===== config.mk =====
export PLATFORM = sky130hd
export DESIGN_NAME = comm_mode_timer
export DESIGN_NICKNAME = d
export VERILOG_FILES = /design/src/rtl/cmt_pkg.sv /design/src/rtl/cmt_edge_sync.sv /design/src/rtl/cmt_regs.sv /design/src/rtl/cmt_counter.sv /design/src/rtl/cmt_compare_ch.sv /design/src/rtl/comm_mode_timer.sv
export SDC_FILE = /design/constraint.sdc
export NUM_CORES = 1
export LEC_CHECK = 0
export ABC_CLOCK_PERIOD_IN_PS = 2240
export CAP_MARGIN = 30
export CORE_ASPECT_RATIO = 1.4
export CORE_MARGIN = 2
export CORE_UTILIZATION = 52
export DETAILED_ROUTE_END_ITERATION = 8
export GPL_TIMING_DRIVEN = 0
export PLACE_DENSITY = 0.87
export SLEW_MARGIN = 25
export SYNTH_ARGS = -nofsm -noshare
export SYNTH_HDL_FRONTEND = slang
export SYNTH_HIERARCHICAL = 1
export SYNTH_SLANG_ARGS = --single-unit

===== constraint.sdc =====
create_clock -name clk -period 2.24 [get_ports clk]
set_input_delay 0.448 -clock clk [delete_from_list [all_inputs] [get_ports clk]]
set_output_delay 0.448 -clock clk [all_outputs]
set_load 0.01 [all_outputs]

===== src/rtl/cmt_pkg.sv =====
package cmt_pkg;
  localparam int ADDR_W = 3;

  localparam logic [ADDR_W-1:0] A_CTRL = 3'd0;
  localparam logic [ADDR_W-1:0] A_CMP1 = 3'd1;
  localparam logic [ADDR_W-1:0] A_CMP2 = 3'd2;
  localparam logic [ADDR_W-1:0] A_CMP3 = 3'd3;
  localparam logic [ADDR_W-1:0] A_ARM  = 3'd4;
  localparam logic [ADDR_W-1:0] A_CMD  = 3'd5;

  localparam int NUM_CH = 3;
  localparam int CTRL_W = 10;
  localparam int OVF_CLR_BIT = 3;
  localparam int CMD_CAP_BIT = 0;
  localparam int CMD_RST_BIT = 1;

  // Field order follows the bit positions of the control word, MSB first.
  typedef struct packed {
    logic dbg;
    logic rst_pos;
    logic rst_sw;
    logic rst_ovl;
    logic rst_cmp3;
    logic cap_pos;
    logic cap_sw;
    logic cap_ovl;
    logic clk_sel;
    logic run;
  } ctrl_t;

  function automatic ctrl_t to_ctrl(input logic [CTRL_W-1:0] bits);
    return ctrl_t'(bits);
  endfunction
endpackage


===== src/rtl/cmt_edge_sync.sv =====
module cmt_edge_sync #(
  parameter int STAGES = 2
) (
  input  logic clk,
  input  logic rst_n,
  input  logic async_i,
  output logic pulse_o
);
  localparam int LAST = STAGES;

  logic [LAST:0] chain_q;

  always_ff @(posedge clk or negedge rst_n) begin
    if (!rst_n) chain_q <= '0;
    else        chain_q <= {chain_q[LAST-1:0], async_i};
  end

  assign pulse_o = chain_q[LAST-1] & ~chain_q[LAST];
endmodule


===== src/rtl/cmt_regs.sv =====
module cmt_regs
  import cmt_pkg::*;
#(
  parameter int CNT_W = 16
) (
  input  logic                          clk,
  input  logic                          rst_n,
  input  logic                          wr_en,
  input  logic [ADDR_W-1:0]             wr_addr,
  input  logic [CNT_W-1:0]              wr_data,
  output ctrl_t                         ctrl_o,
  output logic [NUM_CH-1:0][CNT_W-1:0]  cmp_o,
  output logic [NUM_CH-1:0]             arm_set_o,
  output logic                          ovf_clr_o,
  output logic                          cmd_cap_o,
  output logic                          cmd_rst_o,
  output logic                          run_clr_o
);
  ctrl_t ctrl_q;
  logic [NUM_CH-1:0][CNT_W-1:0] cmp_q;

  logic hit_ctrl, hit_arm, hit_cmd;
  assign hit_ctrl = wr_en && (wr_addr == A_CTRL);
  assign hit_arm  = wr_en && (wr_addr == A_ARM);
  assign hit_cmd  = wr_en && (wr_addr == A_CMD);

  always_ff @(posedge clk or negedge rst_n) begin
    if (!rst_n)        ctrl_q <= '0;
    else if (hit_ctrl) ctrl_q <= to_ctrl(wr_data[CTRL_W-1:0]);
  end

  for (genvar c = 0; c < NUM_CH; c++) begin : g_cmp
    localparam logic [ADDR_W-1:0] MY_ADDR = A_CMP1 + ADDR_W'(c);
    always_ff @(posedge clk or negedge rst_n) begin
      if (!rst_n)                              cmp_q[c] <= '0;
      else if (wr_en && (wr_addr == MY_ADDR))  cmp_q[c] <= wr_data;
    end
  end

  assign ctrl_o    = ctrl_q;
  assign cmp_o     = cmp_q;
  assign arm_set_o = hit_arm ? wr_data[NUM_CH-1:0] : '0;
  assign ovf_clr_o = hit_arm && wr_data[OVF_CLR_BIT];
  assign cmd_cap_o = hit_cmd && wr_data[CMD_CAP_BIT];
  assign cmd_rst_o = hit_cmd && wr_data[CMD_RST_BIT];
  assign run_clr_o = hit_ctrl && ctrl_q.run && !wr_data[0];
endmodule


===== src/rtl/cmt_counter.sv =====
module cmt_counter #(
  parameter int CNT_W = 16
) (
  input  logic             clk,
  input  logic             rst_n,
  input  logic             tick_i,
  input  logic             clear_i,
  input  logic             capture_i,
  input  logic             ovf_clr_i,
  output logic [CNT_W-1:0] cnt_o,
  output logic [CNT_W-1:0] cap_o,
  output logic             ovf_o
);
  localparam logic [CNT_W-1:0] TOP = '1;

  function automatic logic [CNT_W-1:0] next_count(
    input logic [CNT_W-1:0] cur, input logic tick, input logic clear);
    if (clear)     return '0;
    else if (tick) return cur + CNT_W'(1);
    else           return cur;
  endfunction

  function automatic logic wraps(
    input logic [CNT_W-1:0] cur, input logic tick, input logic clear);
    return tick && !clear && (cur == TOP);
  endfunction

  logic [CNT_W-1:0] cnt_q, cap_q;
  logic             ovf_q;

  always_ff @(posedge clk or negedge rst_n) begin
    if (!rst_n) cnt_q <= '0;
    else        cnt_q <= next_count(cnt_q, tick_i, clear_i);
  end

  always_ff @(posedge clk or negedge rst_n) begin
    if (!rst_n)                             ovf_q <= 1'b0;
    else if (wraps(cnt_q, tick_i, clear_i)) ovf_q <= 1'b1;
    else if (ovf_clr_i)                     ovf_q <= 1'b0;
  end

  always_ff @(posedge clk or negedge rst_n) begin
    if (!rst_n)         cap_q <= '0;
    else if (capture_i) cap_q <= cnt_q;
  end

  assign cnt_o = cnt_q;
  assign cap_o = cap_q;
  assign ovf_o = ovf_q;
endmodule


===== src/rtl/cmt_compare_ch.sv =====
module cmt_compare_ch #(
  parameter int CNT_W = 16
) (
  input  logic             clk,
  input  logic             rst_n,
  input  logic             tick_i,
  input  logic [CNT_W-1:0] cnt_i,
  input  logic [CNT_W-1:0] cmp_i,
  input  logic             arm_i,
  input  logic             disarm_i,
  output logic             match_o,
  output logic             armed_o,
  output logic             irq_o
);
  function automatic logic hits(
    input logic armed, input logic tick,
    input logic [CNT_W-1:0] cnt, input logic [CNT_W-1:0] cmp);
    return armed && tick && (cnt == cmp);
  endfunction

  logic armed_q, irq_q;

  assign match_o = hits(armed_q, tick_i, cnt_i, cmp_i);

  always_ff @(posedge clk or negedge rst_n) begin
    if (!rst_n)                    armed_q <= 1'b0;
    else if (arm_i)                armed_q <= 1'b1;
    else if (match_o || disarm_i)  armed_q <= 1'b0;
  end

  always_ff @(posedge clk or negedge rst_n) begin
    if (!rst_n) irq_q <= 1'b0;
    else        irq_q <= match_o;
  end

  assign armed_o = armed_q;
  assign irq_o   = irq_q;
endmodule


===== src/rtl/comm_mode_timer.sv =====
module comm_mode_timer
  import cmt_pkg::*;
#(
  parameter int CNT_W       = 16,
  parameter int SYNC_STAGES = 2
) (
  input  logic             clk,
  input  logic             rst_n,
  input  logic             wr_en,
  input  logic [2:0]       wr_addr,
  input  logic [CNT_W-1:0] wr_data,
  input  logic             pos_det_i,
  input  logic             ovl_i,
  input  logic             tick_a_i,
  input  logic             tick_b_i,
  output logic [CNT_W-1:0] cap_o,
  output logic             ovf_o,
  output logic [2:0]       irq_o,
  output logic [2:0]       dbg_o
);
  ctrl_t                        ctrl;
  logic [NUM_CH-1:0][CNT_W-1:0] cmp;
  logic [NUM_CH-1:0]            arm_set, armed, match;
  logic ovf_clr, cmd_cap, cmd_rst, run_clr;
  logic pos_evt, ovl_evt;
  logic tick, rst_evt, cap_evt, disarm;
  logic [CNT_W-1:0] cnt_q;

  cmt_regs #(.CNT_W(CNT_W)) u_regs (
    .clk(clk), .rst_n(rst_n), .wr_en(wr_en), .wr_addr(wr_addr),
    .wr_data(wr_data), .ctrl_o(ctrl), .cmp_o(cmp), .arm_set_o(arm_set),
    .ovf_clr_o(ovf_clr), .cmd_cap_o(cmd_cap), .cmd_rst_o(cmd_rst),
    .run_clr_o(run_clr)
  );

  cmt_edge_sync #(.STAGES(SYNC_STAGES)) u_sync_pos (
    .clk(clk), .rst_n(rst_n), .async_i(pos_det_i), .pulse_o(pos_evt)
  );
  cmt_edge_sync #(.STAGES(SYNC_STAGES)) u_sync_ovl (
    .clk(clk), .rst_n(rst_n), .async_i(ovl_i), .pulse_o(ovl_evt)
  );

  assign tick    = ctrl.run && (ctrl.clk_sel ? tick_b_i : tick_a_i);
  assign rst_evt = (ctrl.rst_cmp3 && match[2]) || (ctrl.rst_ovl && ovl_evt)
                || (ctrl.rst_sw && cmd_rst)    || (ctrl.rst_pos && pos_evt);
  assign cap_evt = (ctrl.cap_ovl && ovl_evt) || (ctrl.cap_sw && cmd_cap)
                || (ctrl.cap_pos && pos_evt);
  assign disarm  = rst_evt || run_clr;

  cmt_counter #(.CNT_W(CNT_W)) u_cnt (
    .clk(clk), .rst_n(rst_n), .tick_i(tick), .clear_i(rst_evt),
    .capture_i(cap_evt), .ovf_clr_i(ovf_clr), .cnt_o(cnt_q),
    .cap_o(cap_o), .ovf_o(ovf_o)
  );

  for (genvar c = 0; c < NUM_CH; c++) begin : g_ch
    cmt_compare_ch #(.CNT_W(CNT_W)) u_ch (
      .clk(clk), .rst_n(rst_n), .tick_i(tick), .cnt_i(cnt_q),
      .cmp_i(cmp[c]), .arm_i(arm_set[c]), .disarm_i(disarm),
      .match_o(match[c]), .armed_o(armed[c]), .irq_o(irq_o[c])
    );
  end

  assign dbg_o = ctrl.dbg ? irq_o : 3'b000;
endmodule


==> qor.tcl, run 1 <==
set qor(numClockSinks) 103
set qor(num_vias) 3307
set qor(gp_routability_congestion) 0.950
set qor(dp.final_hpwl_um) 8190
set qor(worst-slew-pin-transition_ns) 0.500
set qor(cap_viol_max_count) 0
set qor(ys_ff_latch) 103
set qor(nets) 491
set qor(clock_insertion_delay_worst_skew_ns) 0.35
set qor(min_path_type) {flip-flop to flip-flop}
set qor(grt_first_pass_wirelength_um) 18200
set qor(timing.final.crit_period_ns) 2.19
set qor(first_global_vias) 3468
set qor(first_pass_iters) 4
set qor(grt.total_usage) 0.232
set qor(finalHoldViolCount) 0
set qor(cpPeakStageDelay_ns) 0.48
set qor(critical-path-slowest-cell) {sky130_fd_sc_hd__dfrtp_2}
set qor(port_buffers) 48
set qor(rsz0062_at_grt) {true}
set qor(grt_overflow) 0
set qor(yosys_most_used_dff) {sky130_fd_sc_hd__dfrtp_1}
set qor(outcome) {finished clean}
set qor(clock_h_tree_levels) 3
set qor(final.setup_skew_ns) 0.00858
set qor(final-max-slew-violation-count) 0
set qor(synth-edff-count) 0
set qor(synth-async-reset-ratio) 1.00
set qor(drt_first_iter_violations) 202
set qor(coreArea_mm2) 0.00941
set qor(max_freq_ghz) 0.457
set qor(grt_start_max_net_pins) 73
set qor(die_w_um) 87.0
set qor(cp-start-kind) {flip-flop}
set qor(synth_cells) 385
set qor(cp_data_required_time_ns) 2.46
set qor(irDropWorstVdd_mv) 0.403
set qor(number_of_antenna_cells_inserted) 0
set qor(std_cell_rows) 42
set qor(worstSetupPathType) {flip-flop to flip-flop}
set qor(final.fill_count) 668
set qor(cts_root_buffer) {sky130_fd_sc_hd__clkbuf_16}
set qor(synthesis.area_per_instance_um2) 13.0
set qor(synth_to_layout_area_growth_pct) 24.4
set qor(drc_errors) 0
set qor(fp.dieArea_mm2) 0.0105
set qor(cp_top_family) {simple AND/OR/NAND/NOR gates}
set qor(io_pins) 49
set qor(post_detailed_route_via_to_cell_ratio) 5.71
set qor(final.period_utilization) 0.977
set qor(synth.net_count) 412
set qor(path_buf_inv) 1
set qor(grt_antenna_before_repair) 0
set qor(worst_setup_hold_path_clk_slew_ns) 0.07
set qor(timing.critical_path.fanout_max) 4
set qor(totalPowerFinal_uw) 5280
set qor(starting_density) 0.533
set qor(max_slew_margin) 0.666
set qor(cts_made_buffers) 9
set qor(setup-violations-final) 0
set qor(routed_wire_length_per_instance_um) 19.7
set qor(tritoncts) {built}
set qor(timing.critical_path.from) {u_cnt/cnt_o[8]}
set qor(floorplan.die.height_um) 120
set qor(drive_gt1_frac) 0.324
set qor(timing.critical_path.cells) {xor2_4, nor4_2, nand2_1, nor4_4, a22oi_2, nand3b_1, inv_1, a21o_1, o41a_1}
set qor(regToRegStartpoint) {u_cnt/cnt_o[8]}
set qor(wl_um) 11400
set qor(worst-endpoint-arrival_ns) 2.41
set qor(antenna_violating_nets_post_route) 0
set qor(holdCritStartpoint) {u_sync_pos/chain_q[0]}
set qor(post_synth_cell_types) 45
set qor(critPathCaptureType) {flip-flop}
set qor(power_per_cell_area_mw_per_mm2) 847
set qor(synth_area_mm2) 0.00502
set qor(cts.path.max_buffers) 2
set qor(synthesis.yosys.warnings) 6
set qor(ys_seq_area_frac) 0.514
set qor(setup-tns-final_ns) 0
set qor(p_leak_uw) 0.00275
path summary, 6_finish.rpt:
check,to,slack (ns),depth (start not counted)
hold / removal,u_sync_pos/chain_q[1],0.35,0
setup reg to reg,g_ch[2].u_ch/armed_o,0.05,9
max in group asynchronous,u_cnt/cnt_o[15],1.02,3
setup / recovery,g_ch[2].u_ch/armed_o,0.05,9
hold reg to reg,u_sync_pos/chain_q[1],0.35,0
min in group asynchronous,u_sync_ovl/chain_q[0],0.54,2
state kept, by name, summed over array words and instances (netlist names):
register / count
u_cnt/ovf_o: 1
u_regs/cmp_o: 48
u_cnt/cnt_o: 16
g_ch.u_ch/irq_o: 3
u_sync_ovl/chain_q: 3
g_ch.u_ch/armed_o: 3
u_sync_pos/chain_q: 3
u_regs/ctrl_o: 10
u_cnt/cap_o: 16
stage by stage:
step	hold WS (ns)	cell area [µm²]	std cells	worst slack (ns)	util
after CTS	0.353	6040	562	0.00341	0.643
after floorplan	0.152	5020	385	0.100	-
final	0.349	6240	579	0.0518	0.663
after global routing	0.359	6240	579	-0.0677	0.663
after detailed placement	0.336	5670	544	-1.32	0.602
after global placement	0.334	5640	543	-2.87	0.599
per-layer routing:
metal | track usage | vias up | share of wire
li1 | - | 1523 | -
met5 | 0 | - | 0
met2 | 0.399 | 80 | 0.54
met4 | 0.0820 | 0 | 0.020
met3 | 0.0512 | 16 | 0.037
met1 | 0.285 | 1688 | 0.41
timing repair:
action | CTS | global route
hold buffers | 1 | 0
endpoints found under the setup margin | 30 | 24
endpoints found under the hold margin | 31 | 0
pin swaps | 1 | 8
buffers inserted | 2 | 18
gates resized for setup | 11 | 17
cells in the mapped netlist, types with 3 or more instances:
master	n	area, µm²
sky130_fd_sc_hd__nor4_1	12	75.1
sky130_fd_sc_hd__or3b_1	3	26.3
sky130_fd_sc_hd__o21ai_0	4	20.0
sky130_fd_sc_hd__nand3_1	15	75.1
sky130_fd_sc_hd__nand4_1	7	43.8
sky130_fd_sc_hd__nor2_1	16	60.1
sky130_fd_sc_hd__xor2_1	34	298
sky130_fd_sc_hd__mux2_4	20	300
sky130_fd_sc_hd__a21oi_1	4	20.0
sky130_fd_sc_hd__o41a_1	3	33.8
sky130_fd_sc_hd__nor3_1	4	20.0
sky130_fd_sc_hd__buf_6	5	56.3
sky130_fd_sc_hd__and3_1	4	25.0
sky130_fd_sc_hd__dfrtp_1	103	2580
sky130_fd_sc_hd__or3_1	4	25.0
sky130_fd_sc_hd__nand2_1	12	45.0
sky130_fd_sc_hd__nand3b_1	3	22.5
sky130_fd_sc_hd__inv_1	5	18.8
sky130_fd_sc_hd__and2_1	3	18.8
sky130_fd_sc_hd__a21o_1	3	22.5
sky130_fd_sc_hd__mux2_2	54	608
sky130_fd_sc_hd__clkbuf_1	3	11.3
sky130_fd_sc_hd__xnor2_1	31	272
sky130_fd_sc_hd__and4_1	5	43.8
power by group:
group | internal, µW | leakage, µW | switching (µW)
clock network | 981 | 0.000156 | 684
logic | 683 | 0.00130 | 515
registers | 2150 | 0.00129 | 269
total | 3820 | 0.00275 | 1470
cell type report:
cell class / instances / area [µm²] / area share
Tap cell: 110 / 138 / 0.0221
Timing Repair Buffer: 70 / 668 / 0.107
Inverter: 5 / 18.8 / 0.00301
Buffer: 10 / 119 / 0.0191
Sequential cell: 103 / 2590 / 0.415
Clock inverter: 7 / 95.1 / 0.0152
Clock buffer: 9 / 225 / 0.0361
Multi-Input combinational cell: 265 / 2380 / 0.382
logic make-up (layout without fill, tap and decap cells):
kind of cell	after synthesis	count (layout)	synth area share
mux	76	76	0.185
compound gates	18	18	0.0259
simple gates	105	105	0.131
buf+inv	17	101	0.0277
flops	103	103	0.514
xor+xnor	65	65	0.113
fa+ha+maj	1	1	0.00249
layout by cell type (no fill, tap or decap), drive strengths merged, types with 6 or more instances in the layout:
| master | count |
|---|---|
| and4 | 6 |
| buf | 31 |
| clkbuf | 10 |
| clkdlybuf4s50 | 46 |
| dfrtp | 103 |
| inv | 6 |
| mux2 | 74 |
| nand2 | 12 |
| nand3 | 16 |
| nand4 | 8 |
| nor2 | 16 |
| nor4 | 12 |
| xnor2 | 31 |
| xor2 | 34 |
Power figures use the tool's default switching activity.
==> run 2, diff against run 1 <==
--- a/config.mk
+++ b/config.mk
@@ -10,6 +10,7 @@
 export CORE_ASPECT_RATIO = 1.4
 export CORE_MARGIN = 2
 export CORE_UTILIZATION = 52
+export CTS_CLUSTER_SIZE = 8
 export DETAILED_ROUTE_END_ITERATION = 8
 export GPL_TIMING_DRIVEN = 0
 export PLACE_DENSITY = 0.87
==> results of run 2 <==
Final layout, timing and power as in run 1 (identical DEF).
